$ cat config.mk
export PLATFORM = sky130hd
export DESIGN_NAME = pc_seq
export DESIGN_NICKNAME = d
export VERILOG_FILES = /design/src/rtl/pc_seq.sv
export SDC_FILE = /design/constraint.sdc
export NUM_CORES = 1
export LEC_CHECK = 0
export ABC_AREA = 1
export BUFFER_PORTS_ARGS = -buffer_cell sky130_fd_sc_hd__buf_2
export CORE_MARGIN = 4
export CORE_UTILIZATION = 48
export DETAILED_ROUTE_END_ITERATION = 10
export PLACE_DENSITY = 0.81
export SYNTH_ARGS = -nofsm -noshare
export SYNTH_HDL_FRONTEND = slang
export SYNTH_SLANG_ARGS = --single-unit
$ cat constraint.sdc
create_clock -name clk -period 1.6 [get_ports clk]
set_input_delay 0.16 -clock clk [delete_from_list [all_inputs] [get_ports clk]]
set_output_delay 0.16 -clock clk [all_outputs]
set_load 0.005 [all_outputs]
$ cat src/rtl/pc_seq.sv
module pc_seq #(
  parameter int PC_W   = 16,
  parameter int PAGE_W = 8,
  parameter int LEN_W  = 2
) (
  input  logic             clk,
  input  logic             rst_n,
  input  logic             adv_req,
  input  logic [LEN_W-1:0] adv_len,
  input  logic             jmp_req,
  input  logic [PC_W-1:0]  jmp_tgt,
  output logic [PC_W-1:0]  pc,
  output logic             busy
);
  localparam int HI_W = PC_W - PAGE_W;

  logic [PAGE_W-1:0] lo_q;
  logic [HI_W-1:0]   hi_q;
  logic              busy_q;
  logic [PAGE_W:0]   lo_sum;

  assign lo_sum = {1'b0, lo_q} + (PAGE_W+1)'(adv_len);

  always_ff @(posedge clk) begin
    if (!rst_n) begin
      lo_q   <= '0;
      hi_q   <= '0;
      busy_q <= 1'b0;
    end else if (jmp_req) begin
      lo_q   <= jmp_tgt[PAGE_W-1:0];
      hi_q   <= jmp_tgt[PC_W-1:PAGE_W];
      busy_q <= 1'b0;
    end else if (busy_q) begin
      hi_q   <= hi_q + HI_W'(1);
      busy_q <= 1'b0;
    end else if (adv_req) begin
      lo_q   <= lo_sum[PAGE_W-1:0];
      busy_q <= lo_sum[PAGE_W];
    end
  end

  assign pc   = {hi_q, lo_q};
  assign busy = busy_q;
endmodule

# Word-level counts from Yosys, hierarchy flattened
# Index checks and enable logic that the tools add are counted.
totals:
  regBits: 17
  in_bits: 22
  output_inout_bits: 17
  wordCells: 17
op_classes:
  n_addsub: 2
  n_eq_ne: 1
  muxes: 5
  bitwise_logic: 2
  reduce_logical: 4
ops:
  columns: ["operator", "count"]
  rows:
  - ["two-way mux 8 bit", 5]
  - ["adder 8 x 2 -> 9 bit", 1]
  - ["adder 8 x 1 -> 8 bit, second input constant", 1]
  - ["nonzero test 2 bit", 2]
  - ["OR reduction 4 bit", 1]
  - ["inequality test 2 bit, second input constant", 1]
  - ["NOT 1 bit", 2]
  - ["AND reduction 2 bit", 1]

# Longest topological paths before layout
logic_depth:
  ltp_word: 4
  ltp_mapped: 9
  ltp_nobuf: 9

# Least setup slack after synthesis
# No wires, ideal clock.
synth_path:
  path_kind: "register to register"
  from: "reg lo_q[0]"
  to: "reg lo_q[6]"
  setup_time_ns: 0.135
  arrival_time_ns: 1.340
  required_time_ns: 1.465
  slack_ns: 0.126
  stages_incl_launch_ff: 10
  path_buffers: 0
  synth_period_minus_slack_ns: 1.474
  path_cell_list: "dfxtp_1 -> ha_1 -> inv_1 -> fa_1 -> inv_1 -> nand2_1 -> nor2_1 -> nand2_1 -> nand3_1 -> a21oi_2"
synth_between:
  elab_chain_len: 4
synth_rtl:
  columns: ["element", "line", "source"]
  rows:
  - ["from (decl)", "17", "logic [PAGE_W-1:0] lo_q;"]
  - ["from (signal assigned)", "30", "lo_q <= jmp_tgt[PAGE_W-1:0];"]
  - ["from (signal assigned)", "37", "lo_q <= lo_sum[PAGE_W-1:0];"]
  - ["adder 8 x 2 -> 9 bit", "22", "assign lo_sum = {1'b0, lo_q} + (PAGE_W+1)'(adv_len);"]
  - ["two-way mux 8 bit", "36", "end else if (adv_req) begin"]
  - ["two-way mux 8 bit", "33", "end else if (busy_q) begin"]
  - ["two-way mux 8 bit", "29", "end else if (jmp_req) begin"]
# No other way between the ends. The select of a mux whose other input is x is not followed.
# A chain may end at the register's enable or synchronous reset.

# Worst setup path after layout
# Same ends and word-level chain as after synthesis.

==> run_results.csv <==
group,metric,value,unit
yosys,ys.flop_type,"dfxtp_1",
route,drc,0,
worst_setup_path,r2r_slack,0.12,ns
route,dr.pass1.iters,4,
yosys,synth_top_family_by_area,"simple AND/OR/NAND/NOR gates",
timing,tns,0,ns
global_routing,gr-total-overflow,0,
route,ant_nets,0,
hold_path,hold_path_class,"in -> reg",
timing,worst_slew_pin_slew,0.4660,ns
yosys,synthAdderAreaFrac,5.281,%
final_layout,multi_input_area,663.1,um^2
timing,clock-skew-final,0.0008541,ns
hold_path,min_delay_path_depth,3,
clocking,cts_tree,"built",
final_layout,final_cells,226,
final_layout,fillers,189,
die,initial_core_util,52.85,%
global_routing,grt_max_degree,20,
worst_setup_path,path_class,"reg -> reg",
power,pwr_density_cell,673.2,mW/mm^2
run,cap_viol_max_count,0,
global_routing,antenna_found_initial,0,
final_layout,drive_gt1_share,32.16,%
worst_setup_path,rr_endpoint,"lo_q[6]",
yosys,synth_edf_count,0,
route,wire_per_inst,12.77,um
die,die_h,55.65,um
yosys,synth-compound-area-share,18.14,%
clocking,cts.reportedPaths.clkPinSlew,0.10,ns
placed_design,dp_cells,222,
clocking,cts_max_level,1,
yosys,netlist_area,0.001090,mm^2
yosys,synthSimpleGateAreaFrac,32.38,%
yosys,yosysUniqueCellTypes,33,
power,vdd_drop_max,462.4,uV
die,fp.dieW,55.65,um
timing,fmax,0.6737,GHz
yosys,synth_cells,160,
worst_setup_path,crit_start,"lo_q[0]",
timing,slew_headroom,68.90,%
final_layout,mostFrequentLayoutCells,"44 x nand2_1, 38 x buf_2, 19 x inv_1",
clocking,clockBufferDepth,2,
route,wl,2886,um
die,core,0.002062,mm^2
clocking,clock-sinks,17,
timing,slew_viol_final,0,
placed_design,io_buffers,38,
timing,finalCritPeriodShare,92.77,%
route,drt_iter0_markers,23,
worst_setup_path,reg2reg_depth,9,
clocking,cts-root-buf,"clkbuf_4",
power,power.total,0.0009089,W
global_routing,grt_pass1_vias,1189,
final_layout,antenna_cells,0,
die,rows,16,
yosys,synthMuxAreaShare,0,%
final_layout,fin_nets,226,
route,vias,1182,
timing,setup_viol,0,
clocking,cts_buffers,3,
clocking,cts_hold_buf,0,
route,vias_per_cell,5.230,
yosys,synthXorXnorAreaFrac,2.411,%
timing,rsz0062_at_grt,"false",
yosys,synth-seq-cells,17,
yosys,synth_nets,186,
final_layout,final_common_cell,"nand2_1",
placed_design,place.gp.congestion,0.8163,
yosys,seq_area_frac_synth,31.23,%
worst_setup_path,crit_required,1.77,ns
yosys,async_reset_ff_share,0,%
global_routing,grt_use_total,18.55,%
yosys,ys_warn_count,0,
clocking,postCtsSetupBuffers,0,
placed_design,dp_hpwl,2144,um
final_layout,final_cell_area,0.001350,mm^2
global_routing,grt_first_pass_wirelength,4809,um
worst_setup_path,path_max_fanout,4,
die,boundaryPins,39,
final_layout,area_growth_syn_to_layout,23.88,%
timing,hold_viol_final,0,
worst_setup_path,timing.rr.start,"lo_q[0]",
worst_setup_path,critPathLaunchType,"flop",
timing,period_needed,1.484,ns
worst_setup_path,end_kind,"flop",
final_layout,seqCellArea,341.6,um^2
final_layout,final_util,65.47,%
worst_setup_path,crit_path_end,"lo_q[6]",
placed_design,place_area,0.001294,mm^2
worst_setup_path,worstPathArrival,1.66,ns
die,die-area,0.003097,mm^2
yosys,synth.avg_cell_area,6.811,um^2
power,power.leakage,0.6361,nW
status,status,"finished, final reports clean",
clocking,insertion_delay,0.29,ns
## power by group
group | leakage, nW | switching, W | total, W | internal, W
Combinational | 0.481 | 0.000108 | 0.000195 | 0.0000871
Sequential | 0.141 | 0.0000317 | 0.000481 | 0.000450
Clock | 0.0150 | 0.000135 | 0.000232 | 0.0000970
## what timing repair did
action	in CTS	in global routing
resized for setup	3	6
endpoints found under the hold margin	0	0
cloned	0	0
endpoints found under the setup margin	2	3
pin swaps	0	0
## stage by stage
step / hold WS (ns) / setup WS (ns)
after floorplan: 0.2576 / 0.1257
after global placement: 0.4381 / 0.08190
after detailed placement: 0.4462 / -0.008189
after CTS: 0.1395 / 0.01378
after global routing: 0.1603 / 0.04701
final: 0.1399 / 0.1156
## cell type report
cell class / count / share of cell area [%]
Timing Repair Buffer: 38 / 14.09
Sequential cell: 17 / 25.30
Tap cell: 27 / 2.502
Multi-Input combinational cell: 116 / 49.12
Inverter: 24 / 7.044
Clock buffer: 4 / 1.946
## worst max-delay path, cell delays in order (launching register included)
cell     delay [ns]
dfxtp_2        0.37
ha_4           0.14
inv_1          0.05
fa_2           0.33
inv_2          0.07
nand2_2        0.07
nor2_1         0.11
nand2_1        0.09
nand3_2        0.09
a21oi_2        0.05
## how the worst min path moves through the flow
stage	start	endpoint	slack (ns)
after floorplan	rst_n	hi_q[1]	0.26
after global placement	jmp_tgt[0]	lo_q[0]	0.44
after detailed placement	rst_n	hi_q[1]	0.45
after CTS	rst_n	hi_q[1]	0.14
after global routing	jmp_tgt[10]	hi_q[2]	0.16
final	rst_n	hi_q[1]	0.14
## registers in the layout, summed over array words and instances (netlist names)
signal and flops:
hi_q 8, lo_q 8, busy 1
## cell usage after synthesis (all sizes together), types with 2 or more instances
cell type   n  area share [%]
clkinv      2            0.92
inv        22             7.8
xor2        2             1.6
nand3      15             7.3
ha          3             3.4
a22oi       5             3.4
o21ai      13             6.3
nand2      48              18
a31oi       3             1.7
nor2        9             4.0
buf         2             1.5
a21oi      10             6.0
dfxtp      17              31
## cell families after synthesis
group	Yosys count
AO/OA/AOI/OAI	32
adder cells (fa/ha/maj)	4
buffers and inverters	27
AND/OR/NAND/NOR	77
flip-flops	17
XOR/XNOR	3
## metal layers
metal	vias to the layer above	track usage, %	share of wire [%]
met4	0	8.681	1.2
met3	6	5.336	7.1
met5	-	0	0
met1	535	20.34	42
met2	44	32.60	50
li1	597	-	-
Note: power is estimated with default switching activity, not from simulation.
